### config.mk
export PLATFORM = sky130hd
export DESIGN_NAME = trilevel_cmd_decoder
export DESIGN_NICKNAME = d
export VERILOG_FILES = /design/src/rtl/tlcd_pkg.sv /design/src/rtl/tlcd_sync.sv /design/src/rtl/tlcd_holdoff.sv /design/src/rtl/trilevel_cmd_decoder.sv
export SDC_FILE = /design/constraint.sdc
export NUM_CORES = 1
export LEC_CHECK = 0
export ABC_CLOCK_PERIOD_IN_PS = 1350
export CORE_AREA = 2 2 39 41
export CTS_BUF_LIST = sky130_fd_sc_hd__clkbuf_4
export DETAILED_ROUTE_END_ITERATION = 16
export DIE_AREA = 0 0 41 43
export GPL_TIMING_DRIVEN = 0
export PLACE_DENSITY_LB_ADDON = 0.1
export SKIP_CTS_REPAIR_TIMING = 1
export SLEW_MARGIN = 0
export SYNTH_ARGS = -nofsm -noshare
export SYNTH_HDL_FRONTEND = slang
export SYNTH_SLANG_ARGS = --single-unit
### constraint.sdc
create_clock -name clk -period 1.35 [get_ports clk]
set_input_delay 0.2025 -clock clk [delete_from_list [all_inputs] [get_ports clk]]
set_output_delay 0.2025 -clock clk [all_outputs]
set_load 0.02 [all_outputs]
### src/rtl/tlcd_pkg.sv
package tlcd_pkg;

    typedef enum logic [1:0] {
        CMD_OFF  = 2'b00,
        CMD_LOW  = 2'b01,
        CMD_HIGH = 2'b10
    } drive_cmd_e;

    typedef struct packed {
        drive_cmd_e cmd;
        logic       lock;
        logic       resume;
    } dec_state_s;

    localparam int FLAG_MODE = 0;
    localparam int FLAG_HIGH = 1;
    localparam int FLAG_OVER = 2;
    localparam int FLAG_MID  = 3;
    localparam int FLAG_NUM  = 4;

endpackage

### src/rtl/tlcd_sync.sv
module tlcd_sync #(
    parameter int WIDTH  = 4,
    parameter int STAGES = 2
) (
    input  logic             clk,
    input  logic             rst_n,
    input  logic [WIDTH-1:0] async_i,
    output logic [WIDTH-1:0] sync_o
);
    localparam int DEPTH = (STAGES < 1) ? 1 : STAGES;

    logic [DEPTH-1:0][WIDTH-1:0] stg_d, stg_q;

    always_comb begin
        stg_d[0] = async_i;
        for (int i = 1; i < DEPTH; i++) begin
            stg_d[i] = stg_q[i-1];
        end
    end

    always_ff @(posedge clk or negedge rst_n) begin
        if (!rst_n) stg_q <= '0;
        else        stg_q <= stg_d;
    end

    assign sync_o = stg_q[DEPTH-1];
endmodule

### src/rtl/tlcd_holdoff.sv
module tlcd_holdoff #(
    parameter int HOLD_CYC = 16
) (
    input  logic clk,
    input  logic rst_n,
    input  logic arm_i,
    output logic hit_o
);
    localparam int LIMIT = (HOLD_CYC < 1) ? 1 : HOLD_CYC;
    localparam int CNT_W = (LIMIT < 2) ? 1 : $clog2(LIMIT);
    localparam logic [CNT_W-1:0] LAST = CNT_W'(LIMIT - 1);

    logic [CNT_W-1:0] cnt_d, cnt_q;

    always_comb begin
        if (!arm_i)           cnt_d = '0;
        else if (cnt_q == LAST) cnt_d = cnt_q;
        else                  cnt_d = cnt_q + 1'b1;
    end

    always_ff @(posedge clk or negedge rst_n) begin
        if (!rst_n) cnt_q <= '0;
        else        cnt_q <= cnt_d;
    end

    assign hit_o = arm_i && (cnt_q == LAST);

    // the count saturates at its terminal value
    assert_cnt_bound_R6: assert property (@(posedge clk) disable iff (!rst_n)
        cnt_q <= LAST);

    // leaving the window restarts the count
    assert_cnt_restart_R7: assert property (@(posedge clk) disable iff (!rst_n)
        !arm_i |=> (cnt_q == '0));
endmodule

### src/rtl/trilevel_cmd_decoder.sv
module trilevel_cmd_decoder
    import tlcd_pkg::*;
#(
    parameter int CLK_PERIOD_PS = 5000,
    parameter int HOLDOFF_PS    = 80000,
    parameter int SYNC_STAGES   = 2
) (
    input  logic       clk,
    input  logic       rst_n,
    input  logic       mode_generic_i,
    input  logic       lvl_high_i,
    input  logic       lvl_over_i,
    input  logic       lvl_mid_i,
    output logic [1:0] cmd_o,
    output logic       off_o,
    output logic       resume_o
);
    localparam int HOLD_RAW = (HOLDOFF_PS + CLK_PERIOD_PS - 1) / CLK_PERIOD_PS;
    localparam int HOLD_CYC = (HOLD_RAW < 1) ? 1 : HOLD_RAW;

    logic [FLAG_NUM-1:0] flags_async, flags_s;
    logic gen_s, hi_s, over_s, mid_s;
    logic hold_hit;
    logic over_dis, mid_dis, dis_cond, mid_wait;
    drive_cmd_e lvl_cmd;
    dec_state_s st_d, st_q;

    always_comb begin
        flags_async            = '0;
        flags_async[FLAG_MODE] = mode_generic_i;
        flags_async[FLAG_HIGH] = lvl_high_i;
        flags_async[FLAG_OVER] = lvl_over_i;
        flags_async[FLAG_MID]  = lvl_mid_i;
    end

    tlcd_sync #(
        .WIDTH  (FLAG_NUM),
        .STAGES (SYNC_STAGES)
    ) u_sync (
        .clk     (clk),
        .rst_n   (rst_n),
        .async_i (flags_async),
        .sync_o  (flags_s)
    );

    assign gen_s  = flags_s[FLAG_MODE];
    assign hi_s   = flags_s[FLAG_HIGH];
    assign over_s = flags_s[FLAG_OVER];
    assign mid_s  = flags_s[FLAG_MID];

    tlcd_holdoff #(
        .HOLD_CYC (HOLD_CYC)
    ) u_holdoff (
        .clk   (clk),
        .rst_n (rst_n),
        .arm_i (gen_s && mid_s),
        .hit_o (hold_hit)
    );

    always_comb begin
        over_dis = !gen_s && over_s;
        mid_dis  = gen_s && hold_hit;
        dis_cond = over_dis || mid_dis;
        mid_wait = gen_s && mid_s && !hold_hit;
        lvl_cmd  = hi_s ? CMD_HIGH : CMD_LOW;

        st_d = st_q;
        if (dis_cond) begin
            st_d.cmd  = CMD_OFF;
            st_d.lock = 1'b0;
        end else if (st_q.lock) begin
            st_d.cmd  = CMD_OFF;
        end else if (mid_wait) begin
            st_d.cmd  = st_q.cmd;
        end else begin
            st_d.cmd  = lvl_cmd;
        end
        st_d.resume = (st_q.cmd == CMD_OFF) && (st_d.cmd != CMD_OFF);
    end

    always_ff @(posedge clk or negedge rst_n) begin
        if (!rst_n) begin
            st_q.cmd    <= CMD_OFF;
            st_q.lock   <= 1'b1;
            st_q.resume <= 1'b0;
        end else begin
            st_q <= st_d;
        end
    end

    assign cmd_o    = st_q.cmd;
    assign off_o    = (st_q.cmd == CMD_OFF);
    assign resume_o = st_q.resume;

    // the unused code never reaches the output
    assert_cmd_legal_R3: assert property (@(posedge clk) disable iff (!rst_n)
        cmd_o != 2'b11);

    // the start-up lock keeps both switches off
    assert_lock_off_R2: assert property (@(posedge clk) disable iff (!rst_n)
        st_q.lock |-> (cmd_o == 2'b00));

    // a synchronised over-level in fast mode turns both off next cycle
    assert_fast_off_R4: assert property (@(posedge clk) disable iff (!rst_n)
        (!gen_s && over_s) |=> (cmd_o == 2'b00));

    // an expired hold-off in generic mode turns both off next cycle
    assert_window_off_R6: assert property (@(posedge clk) disable iff (!rst_n)
        (gen_s && hold_hit) |=> (cmd_o == 2'b00));

    // the resume pulse marks the first cycle after the off command
    assert_resume_edge_R8: assert property (@(posedge clk) disable iff (!rst_n)
        resume_o |-> ((cmd_o != 2'b00) && ($past(cmd_o) == 2'b00)));
endmodule

==> metrics, run 1 <==
# IOs 10; leakage about 0.38 nW; Die Width about 40 microns; HP Class input port to async pin; CP required ~1200 ps; Synth Cell Area 591 sq um; Synth area leader dfrtp_1; antenna viol nets, final 0; fin nets 66; post-route cell area ~740 sq um; synth unique cells 18; clk buf depth 2; final setup margin around 93 ps; total global routing track utilization roughly 14%; synth cell count leaders 15 x dfrtp_1, 7 x nor2_1, 4 x nand2_1; Final setup viols 0; cell with the most instances after synthesis dfrtp_1; # DRC 0; maximum fanout along the worst path 3; status finished clean; top post-synthesis cells by area dfrtp_1 64%, dfstp_2 4.4%, nor2_1 4.4%, nand3_4 3.0%, a41oi_2 2.8%; Worst-path clk slew ~90 ps; Routed WL around 970 microns; Critical Path Start Type flip-flop; antenna violations before repair 0; starting density of the core between 40% and 50%; CTS tree yes; Synth Net Count 52; Wirelength per Cell roughly 13 microns; antenna diode count 0; R2R cell count 4; Initial DRC Count 7; Final Hold Vio Count 0; Syn Inst Count 45; first-pass GRT wire length 1.61 mm; CTS sink count 16; flop and latch count out of synthesis 16; critical path type flip-flop to output port; Critical Path AT roughly 1100 ps; row count 14; number of buffers added on ports 9; max_cap viols 0; setup slack, reg-to-reg about 100 ps; Fmax 796 MHz; Root Driver clkbuf_4; area post-placement approximately 700 sq um; worst r2r src u_holdoff.cnt_q[0]; synth warn 0; prevailing post-synth register cell dfrtp_1; Tot Pwr ~0.85 mW; post-synth top area share a little under two thirds; Synth async-reset ratio 100%; RSZ-0062 raised after global routing no; CP Capture Type output port; r2r endpoint cmd_o[0]; share of layout cells above drive strength 1 13.8%; Clk Latency, worst-skew pair 280 ps; die area between 1500 and 2000 sq um; Die Y 43 microns; Max rail drop VDD just over 0.0006 V; Post-synth EDFFs 0; TritonCTS Buffers 3; Final Util a little over half; Slew @ Worst Pin between 600 and 700 ps; Core ar. ~1400 sq um; Final Max Slew Viols 0; Setup Skew roughly 9.4 ps; crit path time final 1260 ps; # fillers 126; DP HPWL around 730 microns; vias about 380; area delta synth->final 24.8%; Slew HR ~55%; Final period util 93.1%; pre-CTS setup slack -3.23 ps; Mean Syn Cell Area 13.1 sq um; placer congestion estimate around 0.65; largest net degree at the start of global routing 17; number of global-route vias before repair around 400; total grt overflow 0; drt pass-1 iters 4; vias per inst ~5.1; H-tree depth 1; PD cells 1160 nW/um^2; Seq/Total Area, Yosys between 60% and 70%
## layer usage
metal | GRT usage, % | up-vias | wire length (microns)
li1 | - | 177 | -
met1 | 15.2 | 187 | 348
met2 | 23.1 | 12 | 569
met3 | 4.71 | 0 | 51
met4 | 8.00 | 0 | 0
met5 | 0 | - | 0
## layout by cell type (no fill, tap or decap), types with 2 or more instances in the layout
cell type,count
a21oi_1,2
buf_4,2
clkbuf_4,3
clkdlybuf4s50_1,5
dfrtp_1,15
dlymetal6s2s_1,4
nand2_1,4
nand2b_1,2
nor2_1,7
nor3_1,2
## report_power, final
part           switching (mW)  internal (mW)
Sequential             0.0158          0.502
Combinational          0.0439         0.0460
Clock                   0.137          0.107
Total                   0.196          0.655
## state kept, by name, indices dropped and copies added, names as in the netlist
name and flops:
u_holdoff.cnt_q 4, u_sync.stg_d 4, u_sync.sync_o 4, cmd_o 2, resume_o 1, st_q 1
## cell type report
type / instances / area [sq um] / share of cell area (%)
Clock inverter: 1 / 3.75 / 0.509
Tap cell: 16 / 20.0 / 2.72
Sequential cell: 16 / 402 / 54.5
Clock buffer: 3 / 22.5 / 3.06
Multi-Input combinational cell: 27 / 174 / 23.6
Timing Repair Buffer: 9 / 100 / 13.6
Buffer: 2 / 15.0 / 2.04
## kinds of logic (layout without fill, tap and decap cells)
| logic type | after synthesis | count (layout) | synth area share [%] |
|---|---|---|---|
| simple gates | 19 | 19 | 16.9 |
| flops | 16 | 16 | 68.0 |
| compound gates | 5 | 5 | 7.20 |
| buf+inv | 2 | 15 | 2.54 |
| fa+ha+maj | 1 | 1 | 2.12 |
| xor+xnor | 1 | 1 | 1.48 |
| mux | 1 | 1 | 1.69 |
## worst max-delay path, stage by stage, from the launching register on
cell,delay (ps)
dfrtp_1,410
nor2_1,130
dlymetal6s2s_1,240
## worst max-delay path by stage
stage	cells past startpoint	end	start
finish	2	off_o	cmd_o[0]
floorplan	4	u_holdoff.cnt_q[1]	u_holdoff.cnt_q[0]
global route	4	cmd_o[0]	u_holdoff.cnt_q[0]
global placement	2	off_o	cmd_o[0]
CTS	2	off_o	cmd_o[0]
detailed placement	2	off_o	cmd_o[0]
## metrics by stage
| stage | setup TNS (ps) | hold WS [ps] | instances |
|---|---|---|---|
| 6_report | 0 | 323 | 74 |
| 5_1_grt | 0 | 343 | 74 |
| 4_1_cts | -845 | 339 | 74 |
| 3_5_place_dp | -3.23 | 342 | 70 |
| 3_3_place_gp | 0 | 337 | 70 |
| 2_1_floorplan | 0 | -93.1 | 45 |
No activity file was read; power rests on OpenSTA's default activity.
==> run 2, diff against run 1 <==
Settings changed: ABC_CLOCK_PERIOD_IN_PS 1350 to 1000.
Clock period 1.35 ns to 1 ns, I/O delays scaled along.
==> metrics, run 2 (synthesized netlist as in run 1, its figures left out) <==
crit-path leading delay family flip-flops; leakage ~0.35 nW; setup slack, reg-to-reg -90 ps; Setup Skew 12.7 ps; first-pass GRT wire length 1.53 mm; row count 14; die area between 1500 and 2000 sq um; critical path type flip-flop to output port; r2r endpoint u_holdoff.cnt_q[1]; TritonCTS Buffers 3; Slew @ Worst Pin about 660 ps; max_cap viols 0; Core ar. roughly 1400 sq um; Final Hold Vio Count 0; vias per inst 4.96; Die Width about 40 microns; status finished, violations left; final setup margin -114 ps; post-route cell area approximately 780 sq um; RSZ-0062 raised after global routing yes; violations in the final reports setup timing; Final setup viols 8; DP HPWL between 600 and 700 microns; Placed Cells 70; Max rail drop VDD ~0.00087 V; CP endpoint off_o; non-filler instance count after layout 77; Max stage delay on crit path approximately 420 ps; Critical Path AT 960 ps; drt pass-1 iters 2; Fmax ~900 MHz; starting density of the core 42.7%; CP Capture Type output port; CTS sink count 16; largest net degree at the start of global routing 17; Clk Latency, worst-skew pair between 200 and 300 ps; Root Driver clkbuf_4; crit path time final about 1100 ps; # DRC 0; placer congestion estimate 0.640; Initial DRC Count 5; HP Class input port to async pin; share of layout cells above drive strength 1 32.8%; antenna diode count 0; Final Max Slew Viols 0; worst-path cell chain nor2_2 -> buf_6; worst r2r src u_holdoff.cnt_q[0]; CP Launch Point cmd_o[0]; most frequent cells in the layout 13 x dfrtp_1, 6 x nor2_1, 5 x buf_6, 5 x clkdlybuf4s50_1; fin nets slightly below 70; critical path buffer and inverter count 1; Worst-path clk slew around 90 ps; Final period util 111%; area delta synth->final 31.6%; antenna violations before repair 0; # IOs 10; maximum fanout along the worst path 3; commonest non-fill, non-tap cell in the layout dfrtp_1; number of global-route vias before repair 374; CTS tree yes; clk buf depth 2; Die Y about 43 microns; CP required between 800 and 900 ps; R2R cell count 4; H-tree depth 1; number of buffers added on ports 9; Slew HR about 56%; PD cells approximately 1500 nW/um^2; Crit-path slowest cell dfrtp_1; area post-placement slightly above 700 sq um; antenna viol nets, final 0; vias between 300 and 400; total global routing track utilization between 10% and 20%; Wirelength per Cell 11.3 microns; CP Depth 2; total grt overflow 0; Routed WL 869 microns; Critical Path Start Type flip-flop
run 2: power breakdown:
| group | total (mW) | internal [mW] | switching [mW] |
|---|---|---|---|
| Sequential | 0.701 | 0.678 | 0.0228 |
| Clock | 0.355 | 0.181 | 0.174 |
| Combinational | 0.141 | 0.0776 | 0.0638 |
| Total | 1.20 | 0.937 | 0.261 |
run 2: final cells by class:
class	instances	area, sq um
Multi-Input combinational cell	27	189
Buffer	2	22.5
Clock buffer	4	30.0
Timing Repair Buffer	12	111
Tap cell	16	20.0
Sequential cell	16	404
Fill cell	114	607
run 2: stage by stage:
| step | utilization [%] | total power, mW | setup TNS [ps] | setup WS (ps) | hold WS, ps |
|---|---|---|---|---|---|
| after global routing | 56.1 | 1.27 | -987 | -171 | 283 |
| after CTS | 53.7 | 1.20 | -2570 | -613 | 292 |
| after detailed placement | 51.5 | 0.840 | -2080 | -309 | 345 |
| after floorplan | - | 0.769 | -44.5 | -44.5 | -146 |
| after global placement | 51.5 | 0.834 | -873 | -294 | 337 |
| final | 56.1 | 1.20 | -484 | -114 | 272 |
run 2: how the worst min path moves through the flow:
stage | slack (ps) | cells after the start | start | end
4_1_cts | 290 | 1 | rst_n | u_holdoff.cnt_q[3]
3_5_place_dp | 350 | 0 | u_sync.stg_d[5] | u_sync.sync_o[1]
2_1_floorplan | -150 | 0 | rst_n | cmd_o[0]
3_3_place_gp | 340 | 0 | u_sync.stg_d[4] | u_sync.sync_o[0]
5_1_grt | 280 | 1 | lvl_mid_i | u_sync.stg_d[7]
6_report | 270 | 1 | rst_n | u_holdoff.cnt_q[3]
run 2: metal layers:
metal / up-vias / wire, microns / global-route usage, %
met5: - / 0 / 0
met4: 0 / 7 / 8.00
met3: 2 / 47 / 4.71
met2: 9 / 478 / 20.3
met1: 186 / 336 / 15.5
li1: 185 / - / -
==> run 3, diff against run 2 <==
Settings changed: CORE_AREA 2 2 39 41 to 5 5 42 44, DIE_AREA 0 0 41 43 to 0 0 47 49.
==> metrics, run 3 (synthesized netlist as in run 1, its figures left out) <==
Final Max Slew Viols 0; placer congestion estimate a little under 0.8; clk buf depth 2; CP required 850 ps; Critical Path Start Type flip-flop; Slew HR between 50% and 60%; die area 2300 sq um; Crit-path slowest cell dfrtp_1; total grt overflow 0; HP Class input port to async pin; Final period util 112%; RSZ-0062 raised after global routing yes; CTS tree yes; worst r2r src u_holdoff.cnt_q[1]; r2r endpoint u_holdoff.cnt_q[1]; most frequent cells in the layout 12 x dfrtp_1, 6 x nor2_1, 6 x buf_4; number of buffers added on ports 9; Routed WL ~1.0 mm; antenna violations before repair 0; crit-path leading delay family flip-flops; R2R cell count 4; violations in the final reports setup timing; # IOs 10; final setup margin -121 ps; antenna diode count 0; area post-placement roughly 710 sq um; # DRC 0; max_cap viols 0; setup slack, reg-to-reg -110 ps; Post-Route Setup TNS -647 ps; share of layout cells above drive strength 1 about 44%; Wirelength per Cell between 10 and 15 microns; Initial DRC Count 10; maximum fanout along the worst path 3; Die Width 47 microns; post-route cell area a little over 800 sq um; drt pass-1 iters 4; number of global-route vias before repair between 400 and 500; Final Util approximately 60%; Final setup viols 9; Worst-path clk slew 90 ps; CP Capture Type output port; CP Launch Point cmd_o[1]; Setup Skew around 3.2 ps; PD cells 1440 nW/um^2; Die Y between 40 and 50 microns; Max rail drop VDD between 0.0009 and 0.001 V; Clk Latency, worst-skew pair 290 ps; leakage approximately 0.37 nW; Core ar. around 1400 sq um; Critical Path AT 970 ps; antenna viol nets, final 0; status finished, violations left; starting density of the core between 40 and 50%; commonest non-fill, non-tap cell in the layout dfrtp_1; crit path time final 1120 ps; vias per inst between 5 and 6; CP Depth 2; vias approximately 410; total global routing track utilization between 10% and 20%; DP HPWL about 720 microns; CTS sink count 16; Max stage delay on crit path between 400 and 500 ps; area delta synth->final 40.5%; worst-path cell chain nor2_2 -> buf_6; Root Driver clkbuf_4; row count 14; fin nets 72; first-pass GRT wire length about 1.7 mm; TritonCTS Buffers 3; # fillers approximately 130; critical path type flip-flop to output port; largest net degree at the start of global routing 17; Fmax 892 MHz; H-tree depth 1; pre-CTS setup slack -331 ps; critical path buffer and inverter count 1; Slew @ Worst Pin just under 700 ps; Final Hold Vio Count 0; WHS 265 ps
==> run 3: cell count changes in the layout (fill, tap and decap cells not counted), sizes merged <==
cell | previous run | this run
clkinv | 0 | 1
clkbuf | 5 | 4
buf | 8 | 11
==> run 3: worst max-delay path by stage <==
stage / endpoint / slack, ps
after floorplan: u_holdoff.cnt_q[1] / -40
after global placement: off_o / -290
after detailed placement: off_o / -330
after CTS: off_o / -660
after global routing: off_o / -190
final: off_o / -120
==> run 3: per-layer routing <==
layer,global-route usage (%),up-vias,wire length (microns)
li1,-,192,-
met1,11.0,199,380
met2,18.1,13,556
met3,2.21,2,87
met4,6.91,0,18
met5,0,-,0
==> run 3: worst reg2reg max path, stage by stage, from the launching register on <==
cell and delay (ps):
dfrtp_2 440, ha_4 190, nand3_4 120, mux2i_1 190, nor2_1 60
==> run 3: cell type report <==
cell class,count,area [sq um],area share [%]
clock inverter,1,3.75,0.452
multi-input combinational,27,221,26.7
tap,16,20.0,2.41
clock buffer,3,22.5,2.71
timing repair buffer,15,141,17.0
buffer,2,15.0,1.81
sequential,16,405,48.9
==> run 3: per-stage QoR <==
stage | power [mW] | instances
2_1_floorplan | 0.769 | 45
3_3_place_gp | 0.836 | 70
3_5_place_dp | 0.842 | 70
4_1_cts | 1.18 | 74
5_1_grt | 1.27 | 80
6_report | 1.20 | 80
==> run 3: power breakdown <==
part	switching, mW	internal (mW)	leakage (nW)
Clock	0.194	0.145	0.0154
Sequential	0.0215	0.678	0.192
Combinational	0.0725	0.0855	0.164
